==> src/rtl/uart_dce_pkg.sv <==
package uart_dce_pkg;
  // Transmit sequencer states
  typedef enum logic [2:0] {
    TX_IDLE,
    TX_PEND,
    TX_START,
    TX_DATA,
    TX_STOP
  } tx_state_t;

  // Receive sequencer states
  typedef enum logic [2:0] {
    RX_IDLE,
    RX_START,
    RX_DATA,
    RX_STOP,
    RX_RECOVER
  } rx_state_t;
endpackage

==> src/rtl/uart_tick_gen.sv <==
// Fractional divider: emits a one-cycle tick at BAUD*OVS per second on average.
module uart_tick_gen #(
  parameter int unsigned CLK_HZ = 50_000_000,
  parameter int unsigned BAUD   = 115_200,
  parameter int unsigned OVS    = 16
) (
  input  logic clk,
  input  logic rst_n,
  output logic tick
);
  localparam int unsigned STEP  = BAUD * OVS;
  localparam int          ACC_W = $clog2(CLK_HZ) + 2;

  logic [ACC_W-1:0] acc;
  logic [ACC_W-1:0] sum;

  assign sum = acc + ACC_W'(STEP);

  always_ff @(posedge clk or negedge rst_n) begin
    if (!rst_n) begin
      acc  <= '0;
      tick <= 1'b0;
    end else if (sum >= ACC_W'(CLK_HZ)) begin
      acc  <= sum - ACC_W'(CLK_HZ);
      tick <= 1'b1;
    end else begin
      acc  <= sum;
      tick <= 1'b0;
    end
  end
endmodule

==> src/rtl/uart_sync.sv <==
// Multi-flop synchronizer for an asynchronous input.
module uart_sync #(
  parameter int STAGES    = 2,
  parameter bit RESET_VAL = 1'b1
) (
  input  logic clk,
  input  logic rst_n,
  input  logic d,
  output logic q
);
  logic [STAGES-1:0] chain;

  always_ff @(posedge clk or negedge rst_n) begin
    if (!rst_n) chain <= {STAGES{RESET_VAL}};
    else        chain <= {chain[STAGES-2:0], d};
  end

  assign q = chain[STAGES-1];
endmodule

==> src/rtl/uart_tx_engine.sv <==
// Serializer: start bit, data LSB first, stop bit; each bit OVS ticks long.
module uart_tx_engine
  import uart_dce_pkg::*;
#(
  parameter int DATA_BITS = 8,
  parameter int OVS       = 16
) (
  input  logic                 clk,
  input  logic                 rst_n,
  input  logic                 tick,
  input  logic                 may_start,
  input  logic                 s_valid,
  output logic                 s_ready,
  input  logic [DATA_BITS-1:0] s_data,
  output logic                 txd,
  output logic                 start_pulse
);
  localparam int CNT_W = $clog2(OVS);
  localparam int BIT_W = (DATA_BITS > 1) ? $clog2(DATA_BITS) : 1;
  localparam logic [CNT_W-1:0] CNT_LAST = CNT_W'(OVS - 1);
  localparam logic [BIT_W-1:0] BIT_LAST = BIT_W'(DATA_BITS - 1);

  tx_state_t            state;
  logic [DATA_BITS-1:0] shreg;
  logic [CNT_W-1:0]     ocnt;
  logic [BIT_W-1:0]     bcnt;
  logic                 cell_end;

  assign s_ready  = (state == TX_IDLE);
  assign cell_end = tick && (ocnt == CNT_LAST);

  always_ff @(posedge clk or negedge rst_n) begin
    if (!rst_n) begin
      state       <= TX_IDLE;
      shreg       <= '0;
      ocnt        <= '0;
      bcnt        <= '0;
      txd         <= 1'b1;
      start_pulse <= 1'b0;
    end else begin
      start_pulse <= 1'b0;
      if (tick && state inside {TX_START, TX_DATA, TX_STOP} && !cell_end)
        ocnt <= ocnt + 1'b1;
      unique case (state)
        TX_IDLE: begin
          txd <= 1'b1;
          if (s_valid) begin
            shreg <= s_data;
            state <= TX_PEND;
          end
        end
        TX_PEND: begin
          txd <= 1'b1;
          if (tick && may_start) begin
            txd         <= 1'b0;
            ocnt        <= '0;
            start_pulse <= 1'b1;
            state       <= TX_START;
          end
        end
        TX_START: begin
          if (cell_end) begin
            ocnt  <= '0;
            bcnt  <= '0;
            txd   <= shreg[0];
            shreg <= shreg >> 1;
            state <= TX_DATA;
          end
        end
        TX_DATA: begin
          if (cell_end) begin
            ocnt <= '0;
            if (bcnt == BIT_LAST) begin
              txd   <= 1'b1;
              state <= TX_STOP;
            end else begin
              bcnt  <= bcnt + 1'b1;
              txd   <= shreg[0];
              shreg <= shreg >> 1;
            end
          end
        end
        TX_STOP: begin
          if (cell_end) begin
            ocnt  <= '0;
            state <= TX_IDLE;
          end
        end
        default: state <= TX_IDLE;
      endcase
    end
  end
endmodule

==> src/rtl/uart_rx_engine.sv <==
// Deserializer with mid-bit start confirmation, centre sampling,
// stop-bit check and a one-byte holding register on a valid/ready stream.
module uart_rx_engine
  import uart_dce_pkg::*;
#(
  parameter int DATA_BITS = 8,
  parameter int OVS       = 16
) (
  input  logic                 clk,
  input  logic                 rst_n,
  input  logic                 tick,
  input  logic                 line,
  output logic                 m_valid,
  input  logic                 m_ready,
  output logic [DATA_BITS-1:0] m_data,
  output logic                 frame_err
);
  localparam int CNT_W = $clog2(OVS);
  localparam int BIT_W = (DATA_BITS > 1) ? $clog2(DATA_BITS) : 1;
  localparam logic [CNT_W-1:0] CNT_LAST = CNT_W'(OVS - 1);
  localparam logic [CNT_W-1:0] CNT_MID  = CNT_W'(OVS / 2 - 1);
  localparam logic [BIT_W-1:0] BIT_LAST = BIT_W'(DATA_BITS - 1);

  rx_state_t            state;
  logic [DATA_BITS-1:0] shreg;
  logic [DATA_BITS-1:0] hold;
  logic                 full;
  logic [CNT_W-1:0]     ocnt;
  logic [BIT_W-1:0]     bcnt;
  logic                 can_load;

  assign m_valid  = full;
  assign m_data   = hold;
  assign can_load = !full || m_ready;

  always_ff @(posedge clk or negedge rst_n) begin
    if (!rst_n) begin
      state     <= RX_IDLE;
      shreg     <= '0;
      hold      <= '0;
      full      <= 1'b0;
      ocnt      <= '0;
      bcnt      <= '0;
      frame_err <= 1'b0;
    end else begin
      frame_err <= 1'b0;
      if (full && m_ready) full <= 1'b0;
      unique case (state)
        RX_IDLE: begin
          if (tick && !line) begin
            ocnt  <= '0;
            state <= RX_START;
          end
        end
        RX_START: begin
          if (tick) begin
            if (ocnt == CNT_MID) begin
              ocnt  <= '0;
              bcnt  <= '0;
              state <= line ? RX_IDLE : RX_DATA;
            end else begin
              ocnt <= ocnt + 1'b1;
            end
          end
        end
        RX_DATA: begin
          if (tick) begin
            if (ocnt == CNT_LAST) begin
              ocnt  <= '0;
              shreg <= {line, shreg[DATA_BITS-1:1]};
              if (bcnt == BIT_LAST) state <= RX_STOP;
              else                  bcnt  <= bcnt + 1'b1;
            end else begin
              ocnt <= ocnt + 1'b1;
            end
          end
        end
        RX_STOP: begin
          if (tick) begin
            if (ocnt == CNT_LAST) begin
              ocnt <= '0;
              if (line) begin
                state <= RX_IDLE;
                if (can_load) begin
                  hold <= shreg;
                  full <= 1'b1;
                end
              end else begin
                frame_err <= 1'b1;
                state     <= RX_RECOVER;
              end
            end else begin
              ocnt <= ocnt + 1'b1;
            end
          end
        end
        RX_RECOVER: begin
          if (line) state <= RX_IDLE;
        end
        default: state <= RX_IDLE;
      endcase
    end
  end
endmodule

==> src/rtl/uart_dce_port.sv <==
// Full-duplex serial port, device side, with active-low RTS/CTS handshake.
module uart_dce_port #(
  parameter int unsigned CLK_HZ    = 50_000_000,
  parameter int unsigned BAUD      = 115_200,
  parameter int          DATA_BITS = 8,
  parameter int          OVS       = 16,
  parameter int          SYNC_FF   = 2,
  parameter bit          FLOW_EN   = 1'b1
) (
  input  logic                 clk,
  input  logic                 rst_n,
  input  logic                 tx_valid,
  output logic                 tx_ready,
  input  logic [DATA_BITS-1:0] tx_data,
  output logic                 rx_valid,
  input  logic                 rx_ready,
  output logic [DATA_BITS-1:0] rx_data,
  output logic                 frame_err,
  input  logic                 rxd,
  output logic                 txd,
  input  logic                 rts_n,
  output logic                 cts_n
);
  logic tick;
  logic rxd_s;
  logic rts_ok;
  logic tx_start_pulse;

  uart_tick_gen #(.CLK_HZ(CLK_HZ), .BAUD(BAUD), .OVS(OVS)) u_tick (
    .clk(clk), .rst_n(rst_n), .tick(tick)
  );

  uart_sync #(.STAGES(SYNC_FF), .RESET_VAL(1'b1)) u_rxd_sync (
    .clk(clk), .rst_n(rst_n), .d(rxd), .q(rxd_s)
  );

  generate
    if (FLOW_EN) begin : g_flow
      logic rts_s;
      uart_sync #(.STAGES(SYNC_FF), .RESET_VAL(1'b1)) u_rts_sync (
        .clk(clk), .rst_n(rst_n), .d(rts_n), .q(rts_s)
      );
      assign rts_ok = !rts_s;
      assign cts_n  = rx_valid;
    end else begin : g_noflow
      assign rts_ok = 1'b1;
      assign cts_n  = 1'b0;
    end
  endgenerate

  uart_tx_engine #(.DATA_BITS(DATA_BITS), .OVS(OVS)) u_tx (
    .clk(clk), .rst_n(rst_n), .tick(tick), .may_start(rts_ok),
    .s_valid(tx_valid), .s_ready(tx_ready), .s_data(tx_data),
    .txd(txd), .start_pulse(tx_start_pulse)
  );

  uart_rx_engine #(.DATA_BITS(DATA_BITS), .OVS(OVS)) u_rx (
    .clk(clk), .rst_n(rst_n), .tick(tick), .line(rxd_s),
    .m_valid(rx_valid), .m_ready(rx_ready), .m_data(rx_data),
    .frame_err(frame_err)
  );
endmodule

==> config.mk <==
export PLATFORM = sky130hd
export DESIGN_NAME = uart_dce_port
export DESIGN_NICKNAME = d
export VERILOG_FILES = /design/src/rtl/uart_dce_pkg.sv /design/src/rtl/uart_tick_gen.sv /design/src/rtl/uart_sync.sv /design/src/rtl/uart_tx_engine.sv /design/src/rtl/uart_rx_engine.sv /design/src/rtl/uart_dce_port.sv
export SDC_FILE = /design/constraint.sdc
export NUM_CORES = 1
export LEC_CHECK = 0
export BUFFER_PORTS_ARGS = -buffer_cell sky130_fd_sc_hd__buf_2
export CORE_ASPECT_RATIO = 0.5
export CORE_MARGIN = 2
export CORE_UTILIZATION = 54
export DETAILED_ROUTE_END_ITERATION = 10
export GPL_TIMING_DRIVEN = 0
export PLACE_DENSITY = 0.76
export REMOVE_ABC_BUFFERS = 1
export SLEW_MARGIN = 20
export SYNTH_ARGS = -nofsm -noshare
export SYNTH_HDL_FRONTEND = slang
export SYNTH_SLANG_ARGS = --single-unit
export TNS_END_PERCENT = 30
==> constraint.sdc <==
create_clock -name clk -period 2.4 [get_ports clk]
set_input_delay 0.6 -clock clk [delete_from_list [all_inputs] [get_ports clk]]
set_output_delay 0.6 -clock clk [all_outputs]
set_load 0.01 [all_outputs]
== Yosys cells after proc, flatten, opt, wreduce, memory -nomap -nowiden ==
Index checks and enable logic that the tools add are counted.

* Multiply operators: 0
* Magnitude comparators: 1
* Reductions and logical operators: 30
* Shift-type cells: 0
* Div/mod/pow operators: 0
* Muxes and demuxes: 60
* Equality and inequality tests: 31
* Bitwise operators: 0
* Add/subtract/negate cells: 6

{| class="wikitable"
|+ Operators by type and width
! kind !! number
|-
| 3-bit 2-to-1 mux || 23
|-
| 4-bit 2-to-1 mux || 8
|-
| 8-bit 2-to-1 mux || 4
|-
| 3-bit one-hot mux with 5 select lines || 2
|-
| 28-bit by 21-bit adder with 28-bit output, second input constant || 1
|-
| 28-bit by 26-bit >= comparator with 1-bit output, second input constant || 1
|-
| 28-bit 2-to-1 mux || 1
|-
| 28-bit by 26-bit subtractor with 28-bit output, second input constant || 1
|-
| 8-bit one-hot mux with 3 select lines || 1
|-
| 2-bit by 1-bit != test with 1-bit output, second input constant || 10
|-
| 2-bit != test, second input constant || 8
|-
| 1-bit 2-to-1 mux || 15
|-
| 3-bit by 2-bit == test with 1-bit output, second input constant || 4
|-
| 3-bit == test, second input constant || 4
|-
| 3-bit one-hot mux with 2 select lines || 2
|-
| 4-bit one-hot mux with 3 select lines || 1
|-
| 6-bit AND reduction || 2
|-
| 5-bit AND reduction || 2
|-
| 9-bit AND reduction || 1
|-
| 3-bit nonzero test || 3
|-
| 4-bit by 1-bit adder with 4-bit output, second input constant || 2
|-
| 4-bit == test, second input constant || 2
|-
| 4-bit one-hot mux with 2 select lines || 1
|-
| 4-bit AND reduction || 2
|-
| other kinds (14) || 27
|}

* Register bits: 80
* Logic and storage cells: 144
* Memory bits (writable): 0
* Memories: 0
* Output and inout bits: 13
* Bits in read-only memories: 0
* Bits in latches: 0

== Longest topological paths before layout ==
* Depth after elaboration: 7
* Mapped depth: 11
* Mapped depth without buffers: 10

== By module ==
From an unflattened synthesis, not the netlist that was laid out.

* Cells, all modules: 405
* Area, all modules: 4160.2 um2

{| class="wikitable"
|+ Modules (own cells, without submodules)
! module !! area each (um2) !! cells an instance !! instances
|-
| uart_tick_gen || 1607.8 || 180 || 1
|-
| uart_rx_engine || 1325.0 || 103 || 1
|-
| uart_tx_engine || 1111.1 || 116 || 1
|-
| uart_sync || 52.6 || 2 || 2
|-
| uart_dce_port || 11.3 || 2 || 1
|}

== Least setup slack after synthesis ==
OpenSTA, ideal clock, no wires.

* Path kind: register -> register
* From: reg u_tick.acc[13]
* To: reg u_tick.acc[19]
* Clock period less this slack: 2.335 ns
* Cell stages (with the launch flop): 11
* Buffers on the path: 2
* Data arrival time: 2.201 ns
* Path slack: 0.065 ns
* Path through: dfrtp_1 -> ha_1 -> nand4_1 -> nor2b_1 -> xor2_1 -> o211a_1 -> a31o_1 -> buf_6 -> buf_6 -> o21ai_2 -> xnor2_1

* Longest elaborated chain between the ends: 3

{| class="wikitable"
|+ RTL lines
! what !! line !! RTL
|-
| from (decl) || uart_tick_gen.sv:14 || <nowiki>logic [ACC_W-1:0] acc;</nowiki>
|-
| from (signal assigned) || uart_tick_gen.sv:24 || <nowiki>acc <= sum - ACC_W'(CLK_HZ);</nowiki>
|-
| from (signal assigned) || uart_tick_gen.sv:27 || <nowiki>acc <= sum;</nowiki>
|-
| 28-bit by 21-bit adder with 28-bit output * || uart_tick_gen.sv:17 || <nowiki>assign sum = acc + ACC_W'(STEP);</nowiki>
|-
| 28-bit by 26-bit subtractor with 28-bit output / 28-bit by 26-bit >= comparator with 1-bit output (equally long branches) || uart_tick_gen.sv:24, uart_tick_gen.sv:23 ||
|-
| 28-bit 2-to-1 mux * || uart_tick_gen.sv:23 || <nowiki>end else if (sum >= ACC_W'(CLK_HZ)) begin</nowiki>
|}

Mark *: on every way between the ends. The rest lies on a longest branch, timed or not.
A chain may end at the register's enable or synchronous reset.

== Final worst setup path ==
* From: reg u_tick.acc[13]
* To: reg u_tick.acc[20]

The elaborated chain is that of the path after synthesis.

==> results.md <==
* Result of the run: finished, violations left
* Violated checks: setup timing
* Sequential cell area fraction in the yosys report at a little under half
* Die footprint at 0.00792 mm²
* Fraction of power spent switching nets at 26.3%
* Met2 usage at 41.1%
* Wire per inst at 18.1 µm
* Startpoint type of the worst setup path: flip-flop
* Data arrival time of the critical path at between 2 and 3 ns
* Top_reg_cell synth: dfrtp_1
* First-iteration detailed-routing DRC count at 280
* Number of max-slew violations in the final report at 0
* Std cell rows at 21
* Number of iterations in the first detailed-routing pass at 5
* DIE HEIGHT at 64.0 µm
* Top cells by area, synth: dfrtp_1 (44%), xnor2_1 (5.2%), mux2_2 (4.9%)
* H-tree depth at 3
* FF-to-FF End: u_tick.acc[20]$_DFF_PN0_
* FF-to-FF path depth at 8
* Cell at the root of the clock tree: clkbuf_16
* Max FO, Critical Path at 6
* Proportion of power drawn by the clock network at 42.6%
* Largest area contributor in the synthesized netlist: dfrtp_1
* Maximum number of pins on one net before global-route repair at 51
* Final RePlAce weighted congestion at ~0.92
* Cell-internal power at 2.42 mW
* Maximum clock rate at 0.399 GHz
* Required time of the worst setup path at 2.59 ns
* Number of antenna repair diodes at 0
* Hold bufs inserted after CTS at 0
* Clock-pin slew of the registers on the worst-case setup and hold paths at 0.06 ns
* TritonCTS clock tree: yes
* Unique masters post-synth at 61
* Met1 capacity usage during global routing at 28.7%
* Cell mode on critical path: xnor2_1
* CTS buffer count at 9
* Wire length of the first global-routing pass at 14,400 µm
* Standard cell core area at 0.00681 mm²
* Clock latency of the later-clocked register in the worst-skew pair at 0.33 ns
* Via density per instance at about 6.1
* Worst-case vdd ir drop at ~0.34 mV
* Syn. warnings at 0
* Worst max-slew margin expressed relative to the limit at 60.4%
* Switch Pwr at approximately 0.86 mW
* Most utilized layer in the global route result: met2
* Max cap viols at 0
* HP Class: in -> async
* # DRC at 0
* Ratio of cells with drive above 1 in the final layout at a little under a third
* Global-route track usage on met3 at under 10%
* Number of endpoints failing setup at the final stage at 17
* Type of destination of the critical path: flip-flop
* Fin crit period at 2.51 ns
* WL final at 9430 µm
* Top-level I/O count at 27
* GRT Total Usage at 23.7%
* Hold Vio Cnt, Final at 0
* Leakage power at 2.10 nW
* Area fraction of the dominant cell type after synthesis at 43.8%
* Pwr Density at 690 mW/mm²
* Post-layout worst setup margin at -0.108 ns
* Reg power frac at between 40% and 50%
* Clk buf depth at 2
* Worst clock skew on the final layout at 0.00969 ns
* Proportion of synthesized flip-flops having asynchronous set or reset at 100%
* Mapped Area at 0.00388 mm²
* Remaining Overflow, GRT at 0
* List of most frequent post-synthesis cells: dfrtp_1 (68), nor2_1 (29), nand2_1 (27), a21oi_1 (25), xnor2_1 (23)
* Mean instance size in the synthesized netlist at 10.2 µm²
* RSZ-0062 raised after global routing: yes
* Actual transition at the worst max-transition pin at ~0.6 ns
* Reg-to-reg startpoint: u_tick.acc[13]$_DFF_PN0_
* Number of global-route vias before repair at between 3,000 and 4,000
* Relative contribution of combinational cells to total power at 13.5%
* Overall die width at roughly 120 µm
* Classification of the worst setup path: reg -> reg
* Starting utilization of the core area at 57.0%
* Worst setup slack after placement at -0.742 ns
* EDFF count, synth at 0
* Input/output buffers at 26
* Cell with the most instances after synthesis: dfrtp_1
* Post-route ant nets at 0
* Flop-to-flop setup slack at -0.11 ns
* Instance count of the mapped netlist at 382
* Via count of the routed design at 3,186
* Highest cell delay on the worst timing path at 0.45 ns
* Final net count at 448
* Initial antenna violation count at 0
* Post-detailed-placement half-perimeter wirelength at around 5300 µm
* Flop and latch count out of synthesis at 73
* Area added between synthesis and finish at 22.8%
* Final clock period utilization by the worst path at 105%
* Clock Sinks at 73
* CP max stage cell: xnor2_1
* Cells along the critical path: buf_4 -> nand3_1 -> xnor2_1 -> and2b_2 -> o21ai_4 -> a41o_4 -> o211ai_1 -> xnor2_1
* Setup_tns at -0.892 ns
-- timing repair --
item | CTS | global route
buffers inserted | 8 | 8
endpoints found under the setup margin | 30 | 30
pin swaps | 6 | 5
gates resized for setup | 17 | 26
cloned | 2 | 1
-- flip-flops by register name (all words and copies together), names as in the netlist --
register	flops
u_tx.shreg	8
u_tick.acc	21
g_flow.u_rts_sync.chain	2
u_rx.shreg	8
u_rx.ocnt	4
u_rx.bcnt	3
u_rx.state	3
u_tx.bcnt	3
u_rx.m_data	8
u_rx.m_valid	1
u_tick.tick	1
u_rxd_sync.chain	2
u_tx.txd	1
u_tx.state	3
u_tx.ocnt	4
u_rx.frame_err	1
-- per-layer routing --
| metal | vias up | routed length, µm |
|---|---|---|
| met1 | 1537 | 3850 |
| met4 | 0 | 350 |
| met5 | - | 0 |
| met3 | 47 | 657 |
| li1 | 1456 | - |
| met2 | 146 | 4570 |
-- through the flow --
step	cell area (µm²)	cells	utilization [%]	hold slack (ns)	power, mW
2_1_floorplan	3790	367	-	0.304	1.77
3_5_place_dp	4070	486	59.8	0.349	1.91
6_report	4770	521	70.0	0.163	3.29
3_3_place_gp	4040	485	59.4	0.346	1.87
5_1_grt	4770	521	70.0	0.181	3.45
4_1_cts	4580	512	67.4	0.167	3.31
-- how the worst max path moves through the flow --
stage / from / endpoint / slack, ns / cells past startpoint
detailed placement: u_tick.acc[13]$_DFF_PN0_ / u_tick.acc[20]$_DFF_PN0_ / -0.74 / 8
CTS: u_tick.acc[14]$_DFF_PN0_ / u_tick.acc[17]$_DFF_PN0_ / 0.003 / 10
floorplan: u_tick.acc[13]$_DFF_PN0_ / u_tick.acc[15]$_DFF_PN0_ / -0.28 / 8
global route: u_tick.acc[13]$_DFF_PN0_ / u_tick.acc[27]$_DFF_PN0_ / -0.28 / 8
finish: u_tick.acc[13]$_DFF_PN0_ / u_tick.acc[20]$_DFF_PN0_ / -0.11 / 8
global placement: u_tick.acc[13]$_DFF_PN0_ / u_tick.acc[15]$_DFF_PN0_ / -0.69 / 8
-- cell type report --
cell class	instances	area, µm²
Clock inverter	4	50.0
Multi-Input combinational cell	284	2140
Timing Repair Buffer	43	305
Clock buffer	12	267
Fill cell	465	2040
Sequential cell	73	1840
Inverter	13	48.8
Tap cell	92	115
-- power groups by stage --
| stage | clock network (mW) | registers [mW] | logic [mW] |
|---|---|---|---|
| final | 1.40 | 1.45 | 0.443 |
| after global placement | 0 | 1.46 | 0.418 |
| after detailed placement | 0 | 1.47 | 0.442 |
| after global routing | 1.47 | 1.46 | 0.512 |
| after CTS | 1.41 | 1.45 | 0.449 |
| after floorplan | 0 | 1.45 | 0.326 |
-- critical path: cells and delay by family, from the launching register on --
family | cells | cell delay (ns)
AO/OA/AOI/OAI | 3 | 0.70
XOR/XNOR | 2 | 0.61
AND/OR/NAND/NOR | 2 | 0.45
flip-flops | 1 | 0.43
buffers and inverters | 1 | 0.16
-- cell families (layout without fill, tap and decap cells) --
group | Yosys count | after routing | synth area share [%]
xor+xnor | 34 | 34 | 7.67
compound gates | 94 | 97 | 16.0
simple gates | 118 | 118 | 15.4
buf+inv | 28 | 72 | 3.48
flops | 73 | 73 | 47.2
mux | 25 | 25 | 7.00
fa+ha+maj | 10 | 10 | 3.22
-- cells in the final DEF (no fill, tap or decap), types with 4 or more instances in the layout --
cell type / n
dfrtp_1: 65
nor2_1: 27
nand2_1: 26
buf_2: 25
a21oi_1: 23
xnor2_1: 23
o21ai_0: 19
mux2_2: 17
buf_4: 15
nand3_1: 14
inv_1: 11
nor3_1: 10
clkbuf_16: 9
mux2i_1: 8
ha_1: 8
xor2_1: 7
nand2b_1: 6
o21ai_2: 6
o211ai_1: 5
dfstp_2: 5
nand4_1: 4
a31oi_1: 4
No activity file was read; power rests on OpenSTA's default activity.
